`config.mk`:
```
export PLATFORM = sky130hd
export DESIGN_NAME = dtmr_top
export DESIGN_NICKNAME = d
export VERILOG_FILES = /design/src/rtl/dtmr_pkg.sv /design/src/rtl/dtmr_prescaler.sv /design/src/rtl/dtmr_channel.sv /design/src/rtl/dtmr_top.sv
export SDC_FILE = /design/constraint.sdc
export NUM_CORES = 1
export LEC_CHECK = 0
export BUFFER_PORTS_ARGS = -buffer_cell sky130_fd_sc_hd__buf_4
export CAP_MARGIN = 20
export CELL_PAD_IN_SITES_DETAIL_PLACEMENT = 0
export CELL_PAD_IN_SITES_GLOBAL_PLACEMENT = 1
export CORE_ASPECT_RATIO = 1.5
export CORE_MARGIN = 2
export CORE_UTILIZATION = 44
export DETAILED_ROUTE_END_ITERATION = 7
export PLACE_DENSITY = 0.85
export SYNTH_ARGS = -nofsm -noshare
export SYNTH_HDL_FRONTEND = slang
export SYNTH_SLANG_ARGS = --single-unit
```
`constraint.sdc`:
```
create_clock -name clk -period 2.9 [get_ports clk]
set_input_delay 0.29 -clock clk [delete_from_list [all_inputs] [get_ports clk]]
set_output_delay 0.29 -clock clk [all_outputs]
set_load 0.02 [all_outputs]
```
`src/rtl/dtmr_pkg.sv`:
```
package dtmr_pkg;
    localparam int CNT_W = 24;
    localparam int PRE_W = 10;
    localparam int BUS_W = 32;

    localparam int CTL_EN_BIT = 0;
    localparam int CTL_AR_BIT = 1;
    localparam int CTL_LD_BIT = 2;

    typedef struct packed {
        logic [CNT_W-1:0] count;
        logic [CNT_W-1:0] reload;
        logic             en;
        logic             ar;
        logic             irq;
    } chan_state_t;

    typedef struct packed {
        logic [PRE_W-1:0] cnt;
        logic [PRE_W-1:0] rld;
    } pre_state_t;

    typedef struct packed {
        logic [BUS_W-1:0] rdata;
        logic             rvalid;
        logic [CNT_W-1:0] wdog;
    } top_state_t;
endpackage

```
`src/rtl/dtmr_prescaler.sv`:
```
module dtmr_prescaler
    import dtmr_pkg::*;
(
    input  logic             clk,
    input  logic             rst_n,
    input  logic             run,
    input  logic             rld_wr,
    input  logic [PRE_W-1:0] rld_wdata,
    output logic [PRE_W-1:0] cnt,
    output logic [PRE_W-1:0] rld,
    output logic             tick
);
    pre_state_t st_d, st_q;
    logic       tick_d;

    always_comb begin
        st_d   = st_q;
        tick_d = run && (st_q.cnt == '0);
        if (run) begin
            if (tick_d) st_d.cnt = st_q.rld;
            else        st_d.cnt = st_q.cnt - 1'b1;
        end
        if (rld_wr) st_d.rld = rld_wdata;
    end

    always_ff @(posedge clk) begin
        if (!rst_n) st_q <= '0;
        else        st_q <= st_d;
    end

    assign cnt  = st_q.cnt;
    assign rld  = st_q.rld;
    assign tick = tick_d;

    assert_idle_hold_R4: assert property (@(posedge clk) disable iff (!rst_n)
        !run |=> $stable(st_q.cnt));

    assert_tick_spacing_R4: assert property (@(posedge clk) disable iff (!rst_n)
        (tick && st_q.rld != '0) |=> !tick);
endmodule

```
`src/rtl/dtmr_channel.sv`:
```
module dtmr_channel
    import dtmr_pkg::*;
(
    input  logic             clk,
    input  logic             rst_n,
    input  logic             tick,
    input  logic             ctrl_wr,
    input  logic             reload_wr,
    input  logic [BUS_W-1:0] wdata,
    output logic [CNT_W-1:0] count,
    output logic [CNT_W-1:0] reload,
    output logic             en,
    output logic             ar,
    output logic             irq
);
    chan_state_t st_d, st_q;
    logic        load_wr;

    assign load_wr = ctrl_wr && wdata[CTL_LD_BIT];

    always_comb begin
        st_d     = st_q;
        st_d.irq = 1'b0;
        if (reload_wr) st_d.reload = wdata[CNT_W-1:0];
        if (ctrl_wr) begin
            st_d.en = wdata[CTL_EN_BIT];
            st_d.ar = wdata[CTL_AR_BIT];
            if (wdata[CTL_LD_BIT]) st_d.count = st_q.reload;
        end else if (tick && st_q.en) begin
            if (st_q.count == '0) begin
                st_d.irq = 1'b1;
                if (st_q.ar) st_d.count = st_q.reload;
                else         st_d.en    = 1'b0;
            end else begin
                st_d.count = st_q.count - 1'b1;
            end
        end
    end

    always_ff @(posedge clk) begin
        if (!rst_n) st_q <= '0;
        else        st_q <= st_d;
    end

    assign count  = st_q.count;
    assign reload = st_q.reload;
    assign en     = st_q.en;
    assign ar     = st_q.ar;
    assign irq    = st_q.irq;

    assert_frozen_hold_R6: assert property (@(posedge clk) disable iff (!rst_n)
        (!st_q.en && !load_wr) |=> $stable(st_q.count));

    assert_load_copy_R5: assert property (@(posedge clk) disable iff (!rst_n)
        load_wr |=> (st_q.count == $past(st_q.reload)));

    assert_irq_on_zero_R7: assert property (@(posedge clk) disable iff (!rst_n)
        st_q.irq |-> ($past(st_q.en) && $past(st_q.count) == '0));

    assert_oneshot_stop_R8: assert property (@(posedge clk) disable iff (!rst_n)
        (st_q.irq && !$past(st_q.ar) && !$past(ctrl_wr)) |-> !st_q.en);
endmodule

```
`src/rtl/dtmr_top.sv`:
```
module dtmr_top
    import dtmr_pkg::*;
#(
    parameter int ADDR_W = 8
) (
    input  logic              clk,
    input  logic              rst_n,
    input  logic              bus_wr,
    input  logic              bus_rd,
    input  logic [ADDR_W-1:0] bus_addr,
    input  logic [BUS_W-1:0]  bus_wdata,
    output logic [BUS_W-1:0]  bus_rdata,
    output logic              bus_rvalid,
    output logic [1:0]        irq
);
    localparam int N_TMR      = 2;
    localparam int TMR_BASE   = 'h40;
    localparam int TMR_STRIDE = 'h10;
    localparam int OFS_CNT    = 'h0;
    localparam int OFS_RLD    = 'h4;
    localparam int OFS_CTL    = 'h8;
    localparam logic [ADDR_W-1:0] A_WDOG = ADDR_W'('h4C);
    localparam logic [ADDR_W-1:0] A_PCNT = ADDR_W'('h60);
    localparam logic [ADDR_W-1:0] A_PRLD = ADDR_W'('h64);

    logic [CNT_W-1:0] t_count  [N_TMR];
    logic [CNT_W-1:0] t_reload [N_TMR];
    logic [N_TMR-1:0] t_en, t_ar, t_irq;
    logic [PRE_W-1:0] p_cnt, p_rld;
    logic             p_tick;
    logic             rd_hit;
    logic [BUS_W-1:0] rd_val;

    top_state_t st_d, st_q;

    dtmr_prescaler u_pre (
        .clk       (clk),
        .rst_n     (rst_n),
        .run       (|t_en),
        .rld_wr    (bus_wr && bus_addr == A_PRLD),
        .rld_wdata (bus_wdata[PRE_W-1:0]),
        .cnt       (p_cnt),
        .rld       (p_rld),
        .tick      (p_tick)
    );

    for (genvar g = 0; g < N_TMR; g++) begin : g_tmr
        localparam logic [ADDR_W-1:0] A_RLD = ADDR_W'(TMR_BASE + TMR_STRIDE*g + OFS_RLD);
        localparam logic [ADDR_W-1:0] A_CTL = ADDR_W'(TMR_BASE + TMR_STRIDE*g + OFS_CTL);

        dtmr_channel u_chan (
            .clk       (clk),
            .rst_n     (rst_n),
            .tick      (p_tick),
            .ctrl_wr   (bus_wr && bus_addr == A_CTL),
            .reload_wr (bus_wr && bus_addr == A_RLD),
            .wdata     (bus_wdata),
            .count     (t_count[g]),
            .reload    (t_reload[g]),
            .en        (t_en[g]),
            .ar        (t_ar[g]),
            .irq       (t_irq[g])
        );
    end

    always_comb begin
        rd_val = '0;
        rd_hit = 1'b0;
        for (int i = 0; i < N_TMR; i++) begin
            if (bus_addr == ADDR_W'(TMR_BASE + TMR_STRIDE*i + OFS_CNT)) begin
                rd_val = BUS_W'(t_count[i]);
                rd_hit = 1'b1;
            end
            if (bus_addr == ADDR_W'(TMR_BASE + TMR_STRIDE*i + OFS_RLD)) begin
                rd_val = BUS_W'(t_reload[i]);
                rd_hit = 1'b1;
            end
            if (bus_addr == ADDR_W'(TMR_BASE + TMR_STRIDE*i + OFS_CTL)) begin
                rd_val = BUS_W'({t_ar[i], t_en[i]});
                rd_hit = 1'b1;
            end
        end
        if (bus_addr == A_WDOG) begin
            rd_val = BUS_W'(st_q.wdog);
            rd_hit = 1'b1;
        end
        if (bus_addr == A_PCNT) begin
            rd_val = BUS_W'(p_cnt);
            rd_hit = 1'b1;
        end
        if (bus_addr == A_PRLD) begin
            rd_val = BUS_W'(p_rld);
            rd_hit = 1'b1;
        end
    end

    always_comb begin
        st_d        = st_q;
        st_d.rvalid = bus_rd;
        st_d.rdata  = bus_rd ? rd_val : '0;
        if (bus_wr && bus_addr == A_WDOG) st_d.wdog = bus_wdata[CNT_W-1:0];
    end

    always_ff @(posedge clk) begin
        if (!rst_n) st_q <= '0;
        else        st_q <= st_d;
    end

    assign bus_rdata  = st_q.rdata;
    assign bus_rvalid = st_q.rvalid;
    assign irq        = t_irq;

    assert_read_latency_R9: assert property (@(posedge clk) disable iff (!rst_n)
        bus_rd |=> bus_rvalid);

    assert_unmapped_zero_R10: assert property (@(posedge clk) disable iff (!rst_n)
        (bus_rd && !rd_hit) |=> (bus_rdata == '0));

    assert_prescaler_shared_R4: assert property (@(posedge clk) disable iff (!rst_n)
        (t_en == '0) |=> $stable(p_cnt));
endmodule

```
; ---- Yosys cells after proc, flatten, opt, wreduce, memory -nomap -nowiden
; Index checks and enable logic that the tools add are counted.
[op_classes]
mul = 0
n_addsub = 3
reduce_logical = 26
magnitude_cmp = 0
n_mux = 30
bitwise_logic = 4
shift = 0
eq_ne = 15
div = 0
[ops]
columns = cell, count
row1 = $mux 24, 17
row2 = $eq 8x7->1 const B, 9
row3 = $logic_not 24->1, 2
row4 = $sub 24x1->24 const B, 2
row5 = $mux 10, 3
row6 = $reduce_and 3->1, 4
row7 = $logic_not 10->1, 1
row8 = $mux 1, 10
row9 = $reduce_or 10->1, 1
row10 = $sub 10x1->10 const B, 1
row11 = $logic_and 1x1->1, 9
row12 = $reduce_bool 2->1, 4
row13 = $ne 3x1->1 const B, 2
row14 = $reduce_or 3->1, 2
row15 = $ne 2x1->1 const B, 2
row16 = $ne 2x2->1 const B, 2
row17 = $not 1->1, 4
row18 = $reduce_or 4->1, 1
row19 = $reduce_and 2->1, 1
row20 = $reduce_or 2->1, 1
[totals]
out_inout_bits = 35
input_bits = 44
latchBits = 0
mem_bits_rw = 0
mem_bits_ro = 0
memories = 0
elab_cells = 95
ff_bits = 179

; ---- Longest topological paths before layout
; Gate-level depths: netlist (run 1).
[depth]
word_depth = 10
depth_mapped = 10
ltp_nobuf = 8

; ---- Cells and area by module
; Synthesis (run 1) repeated with hierarchy kept, for this count alone.
[hier_totals]
hier_cells = 1074
area_unflattened_um2 = 9542.9
[modules_own_cells]
columns = module, seq_area_each_um2, cells_per_inst, area_per_inst_um2, instances
row1 = dtmr_channel, 1021.0, 303, 2726.4, 2
row2 = dtmr_top, 980.9, 363, 3099.2, 1
row3 = dtmr_prescaler, 400.4, 105, 991.0, 1

; ---- Worst setup path after synthesis (run 1)
; Ideal clock, no wire load.
[synth_timing]
kind = register to register
startpoint = register g_tmr[0].u_chan.st_q (netlist bit g_tmr[0].u_chan.count[0])
endpoint = register g_tmr[0].u_chan.st_q (netlist bit g_tmr[0].u_chan.count[10])
stages_incl_launch_ff = 11
n_path_buf = 2
setup_ns = 0.121
t_arrival_ns = 2.506
required_time_ns = 2.779
synth_period_minus_slack_ns = 2.628
path_slack_ns = 0.272
cell_sequence = dfxtp_1 inv_1 ha_1 or4b_2 or3_1 buf_6 or4_1 o21ai_2 or2_4 buf_6 o21ai_2
[synth_between]
elab_chain_len = 4
elab_cells_between_ends = 7
classes_between = add/sub: 1 / eq/ne: 1 / mux: 3 / reduce/logical: 2
[synth_rtl]
columns = element, line
row1 = "start, declared", dtmr_channel.sv:16  ; chan_state_t st_d, st_q;
row2 = "start signal, assigned", dtmr_channel.sv:42  ; else st_q <= st_d;
row3 = $sub 24x1->24 or $logic_not 24->1 (tied branches), "dtmr_channel.sv:35, dtmr_channel.sv:30"
row4 = $mux 24, dtmr_channel.sv:30  ; if (st_q.count == '0) begin
row5 = $mux 24, dtmr_channel.sv:29  ; end else if (tick && st_q.en) begin
row6 = $mux 24, dtmr_channel.sv:25  ; if (ctrl_wr) begin
; Parallel ways exist; a longest one is shown, timed or not. The select of a mux whose other input is x is not followed.
; A chain may end at the register's enable or synchronous reset.

; ---- Worst setup path after layout (run 1)
[layout_timing]
startpoint = register g_tmr[0].u_chan.st_q (netlist bit g_tmr[0].u_chan.count[0])
endpoint = register g_tmr[0].u_chan.st_q (netlist bit g_tmr[0].u_chan.count[1])
; The elaborated chain is that of the path after synthesis.

==> results_dict.tcl, run 1 <==
set metrics [dict create \
    status "finished clean" \
    fin_cells 1521 \
    cts_buffers 17 \
    hpwl_um 23490 \
    yosysWarnings 0 \
    ios 79 \
    ir_drop_mv 0.5109 \
    worstReg2RegEnd "g_tmr[0].u_chan.count[1]" \
    power.density_mw_per_mm2 471.5 \
    hold_start "bus_wdata[15]" \
    endpoint_kind "flop" \
    antenna_cells 0 \
    initial_core_util 0.4452 \
    final_cell_area_mm2 0.01033 \
    drt_iter0_drc 848 \
    slew_violations 0 \
    dr_total_vias 9168 \
    drv_cap 0 \
    postSynthCellCount 1209 \
    reg2reg_slack_ps 140 \
    worstSetupPathType "flop to flop" \
    worst_pin_slew_ps 698.2 \
    grt_usage 0.2959 \
    clkSlewWorstSetupHoldPaths_ps 70 \
    antenna_left 0 \
    cts_max_level 4 \
    place_congestion 1.015 \
    final.period_utilization 0.9509 \
    ys_seq_area_frac 0.3811 \
    postPlaceCellArea_mm2 0.009741 \
    max_slew_margin 0.5346 \
    power_mw 4.872 \
    cts.path.max_buffers 2 \
    p_leak_nw 3.853 \
    io_buffers 62 \
    fin_crit_ps 2758 \
    clock-root-buffer "clkbuf_16" \
    worstPathMaxFanout 10 \
    grt_pass1_vias 8463 \
    clock_latency_ps 450 \
    grt_start_max_net_pins 41 \
    cp.required_ps 3220 \
    synth-main-ff-cell "dfxtp_1" \
    crit_path_start_kind "flop" \
    crit_end "g_tmr[0].u_chan.count[1]" \
    area_delta_synth_final_pct 15.01 \
    rows 64 \
    clock_skew_ps 9.142 \
    hold_path_class "input port to flop" \
    setup_viol 0 \
    antenna_found_initial 0 \
    grt_pass1_wl_um 48440 \
    timing.rr.start "g_tmr[0].u_chan.count[0]" \
    cts_tree "done" \
    async_flop_share 0 \
    drc 0 \
    drive_above_1_share 0.1496 \
    synth_seq_cells 171 \
    crit_start "g_tmr[0].u_chan.count[0]" \
    coreArea_mm2 0.02018 \
    routed_wl_um 31950 \
    placedCellCount 1488 \
    final_cell_mix "231 x nand2_1, 183 x a21oi_1, 171 x dfxtp_1, 124 x buf_4, 83 x o21ai_0" \
    layout_commonest_cell "nand2_1" \
    hold_violations 0 \
    grt_overflow 0 \
    fmax_mhz 362.6 \
    wire_per_inst_um 21.01 \
    vias_per_cell 6.028 \
    nets 1294 \
    die_h_um 179 \
    post_cts_buffers 0 \
    syn_area_per_cell_um2 7.431 \
    cts_hold_buf 0 \
    dieArea_mm2 0.02160 \
    tns_ps 0 \
    drtPass1Iterations 5 \
    cts.sinks 171 \
    die-width_um 120.7 \
    yosysUniqueCellTypes 69 \
    rsz0062_at_grt "no" \
    r2r_cells 8 \
    cp_data_arrival_time_ps 3080 \
    synth_edf_count 0 \
    synth_area_mm2 0.008984 \
    cts_resized 0 \
]
state kept, by name, summed over array words and instances (netlist names):
name / flops
bus_rdata: 24
bus_rvalid: 1
g_tmr.u_chan.ar: 2
g_tmr.u_chan.count: 48
g_tmr.u_chan.en: 2
g_tmr.u_chan.irq: 2
g_tmr.u_chan.reload: 48
st_q: 24
u_pre.cnt: 10
u_pre.rld: 10
worst max-delay path, cell delays in order, from the launching register on:
cell,delay (ps)
dfxtp_1,360
inv_1,120
ha_1,150
or4b_2,580
or3_1,340
or4_1,500
o21ai_2,100
or2_2,390
o21ai_2,100
per-stage QoR:
step | setup WS, ps | utilization | hold WS [ps]
after global routing | 10.40 | 0.5120 | 99.86
after CTS | 135.9 | 0.5115 | 94.67
after global placement | 221.7 | 0.4827 | 442.3
after floorplan | 272.4 | - | 426.0
after detailed placement | 142.7 | 0.4827 | 450.9
final | 142.3 | 0.5120 | 99.75
area by class of cell:
type / count / area (µm²)
clock buffers: 17 / 425.4
clock inverters: 15 / 156.4
fillers: 2056 / 9847
inverters: 14 / 53.80
multi-input cells: 913 / 4961
flip-flops and latches: 171 / 3423
well taps: 264 / 330.3
repair buffers: 127 / 982.2
metal layers:
metal	up-vias	global-route usage	share of wire
li1	4351	-	-
met1	4304	0.3301	0.38
met2	402	0.5174	0.49
met3	111	0.05089	0.055
met4	0	0.1885	0.071
met5	-	0	0
power breakdown:
group	switching (mW)	internal (mW)	leakage (nW)	total (mW)
sequential	0.00247	2.35	1.38	2.35
combinational	0.155	0.0689	2.20	0.223
clock	1.08	1.21	0.274	2.30
total	1.24	3.63	3.85	4.87
cell usage after synthesis (all sizes together) (8+ instances only):
cell	n	share of area
a31oi	12	0.0084
buf	48	0.039
o211ai	46	0.038
nor3	35	0.019
nor2	79	0.033
nor4	20	0.018
o21ai	96	0.058
and3	13	0.0091
nand3	21	0.012
dfxtp	171	0.38
inv	13	0.0054
or3	15	0.010
or4	8	0.0067
clkbuf	71	0.030
a21oi	184	0.10
nand2	231	0.097
a21o	17	0.014
nand4	8	0.0056
nand2b	11	0.0077
mux2i	13	0.014
worst min-delay path by stage:
stage                         end  slack, ps  cells after the start
floorplan                 st_q[1]        430                      2
global placement         st_q[16]        440                      2
detailed placement  bus_rdata[20]        450                      2
CTS                      st_q[15]         90                      3
global route             st_q[18]        100                      3
finish                   st_q[15]        100                      3
kinds of logic after synthesis:
| kind of cell | share of synthesized area |
|---|---|
| AO/OA/AOI/OAI | 0.2688 |
| flip-flops | 0.3811 |
| buffers and inverters | 0.07479 |
| AND/OR/NAND/NOR | 0.2489 |
| adder cells (fa/ha/maj) | 0.008356 |
| other | 0.0004174 |
| XOR/XNOR | 0.001950 |
| multiplexers | 0.01574 |
Note: power is estimated with default switching activity, not from simulation.
==> inputs of run 2 (changes only) <==
--- a/config.mk
+++ b/config.mk
@@ -16,2 +16,3 @@
 export PLACE_DENSITY = 0.85
+export SLEW_MARGIN = 10
 export SYNTH_ARGS = -nofsm -noshare
==> constraint.sdc (replaced) <==
create_clock -name clk -period 2.9 [get_ports clk]
set_input_delay 0.145 -clock clk [delete_from_list [all_inputs] [get_ports clk]]
set_output_delay 0.145 -clock clk [all_outputs]
set_load 0.02 [all_outputs]
==> results_dict.tcl, run 2 (synthesized netlist as in run 1, its figures left out) <==
set metrics [dict create \
    fmax_mhz 363.2 \
    fin_crit_ps 2753 \
    final_cell_mix "231 x nand2_1, 183 x a21oi_1, 171 x dfxtp_1, 118 x buf_4, 83 x o21ai_0" \
    drtPass1Iterations 7 \
    die-width_um 120.7 \
    drt_iter0_drc 707 \
    grt_pass1_wl_um 49410 \
    worstSetupPathType "flop to flop" \
    grt_usage 0.3007 \
    final_cell_area_mm2 0.01056 \
    antenna_found_initial 0 \
    ios 79 \
    coreArea_mm2 0.02018 \
    hold_violations 0 \
    wire_per_inst_um 20.86 \
    die_h_um 179 \
    status "finished clean" \
    postPlaceCellArea_mm2 0.009708 \
    drive_above_1_share 0.1431 \
    final.period_utilization 0.9495 \
    dr_total_vias 9241 \
    vias_per_cell 6.016 \
    grt_overflow 0 \
    cts_resized 0 \
    worstPathMaxFanout 10 \
    grt_pass1_vias 8800 \
    cp.required_ps 3220 \
    cts_tree "done" \
    rows 64 \
    crit_path_start_kind "flop" \
    endpoint_kind "flop" \
    tns_ps 0 \
    power.density_mw_per_mm2 481.2 \
    placedCellCount 1482 \
    dieArea_mm2 0.02160 \
    rsz0062_at_grt "no" \
    p_leak_nw 3.955 \
    layout_commonest_cell "nand2_1" \
    slew_violations 0 \
    cts_buffers 17 \
    area_delta_synth_final_pct 17.52 \
    initial_core_util 0.4452 \
    power_mw 5.080 \
    cts.sinks 171 \
    clock_skew_ps 9.567 \
    ir_drop_mv 0.3567 \
    io_buffers 62 \
    cp_data_arrival_time_ps 3080 \
    drc 0 \
    nets 1309 \
    cts.path.max_buffers 2 \
    drv_cap 0 \
    max_slew_margin 0.5383 \
    hold_path_class "input port to flop" \
    setup_viol 0 \
    antenna_left 0 \
    grt_start_max_net_pins 56 \
    place_congestion 1.014 \
    routed_wl_um 32040 \
    hold_start "bus_wdata[1]" \
    hpwl_um 23260 \
    clock_latency_ps 440 \
    timing.rr.start "g_tmr[0].u_chan.count[0]" \
    worst_pin_slew_ps 692.5 \
    fin_util 0.5232 \
    fin_cells 1536 \
    clkSlewWorstSetupHoldPaths_ps 70 \
    clock-root-buffer "clkbuf_16" \
    cts_max_level 4 \
    antenna_cells 0 \
    crit_start "g_tmr[0].u_chan.count[0]" \
]
==> run 2: cell types whose count changed in the layout (fill, tap and decap cells not counted), moves of 3 or more <==
cell	delta
inv_6	-3
clkinvlp_4	-3
buf_4	-6
dlygate4sd3_1	+21
==> run 2: routing by layer <==
layer / wire, µm / share of wire / global-route usage
met1: 12190 / 0.38 / 0.3330
met2: 15960 / 0.50 / 0.5304
met3: 1698 / 0.053 / 0.04962
met4: 2190 / 0.068 / 0.1914
met5: 0 / 0 / 0
==> run 2: path summary, 6_finish.rpt <==
check                                                 end  slack (ps)  depth (start not counted)
worst min-delay path                              st_q[1]          20                          3
worst max-delay path            g_tmr[0].u_chan.count[10]         150                          8
worst min register to register                    st_q[7]         460                          2
worst max register to register  g_tmr[0].u_chan.count[10]         150                          8
==> run 2: critical path, stage by stage (launching register included) <==
cell     delay, ps
dfxtp_1        360
inv_1          110
ha_1           140
or4b_2         580
or3_1          350
or4_1          490
o21ai_2        110
or2_2          390
o21ai_2        100
==> run 2: layout make-up <==
class | instances | area [µm²]
Multi-Input combinational cell | 913 | 4961
Tap cell | 264 | 330.3
Clock buffer | 19 | 452.9
Fill cell | 2027 | 9622
Clock inverter | 13 | 180.2
Timing Repair Buffer | 142 | 1156
Sequential cell | 171 | 3423
Inverter | 14 | 53.80
==> run 2: where the power goes <==
| part | total (mW) | switching, mW | internal [mW] |
|---|---|---|---|
| sequential | 2.35 | 0.00244 | 2.35 |
| combinational | 0.244 | 0.160 | 0.0845 |
| clock | 2.48 | 1.06 | 1.43 |
| total | 5.08 | 1.22 | 3.86 |
==> run 2: repair_timing <==
item                                    CTS  global route
hold endpoints to repair                 57             0
buffers inserted                          0             0
hold buffers                             21             0
endpoints found under the setup margin    0             1
==> run 2: per-stage QoR <==
stage / hold WS (ps) / setup slack [ps]
after global placement: 415.3 / 189.4
after global routing: 8.386 / 40.45
after floorplan: 281.0 / 272.4
after CTS: 5.433 / 148.1
final: 17.55 / 146.5
after detailed placement: 416.9 / 150.1
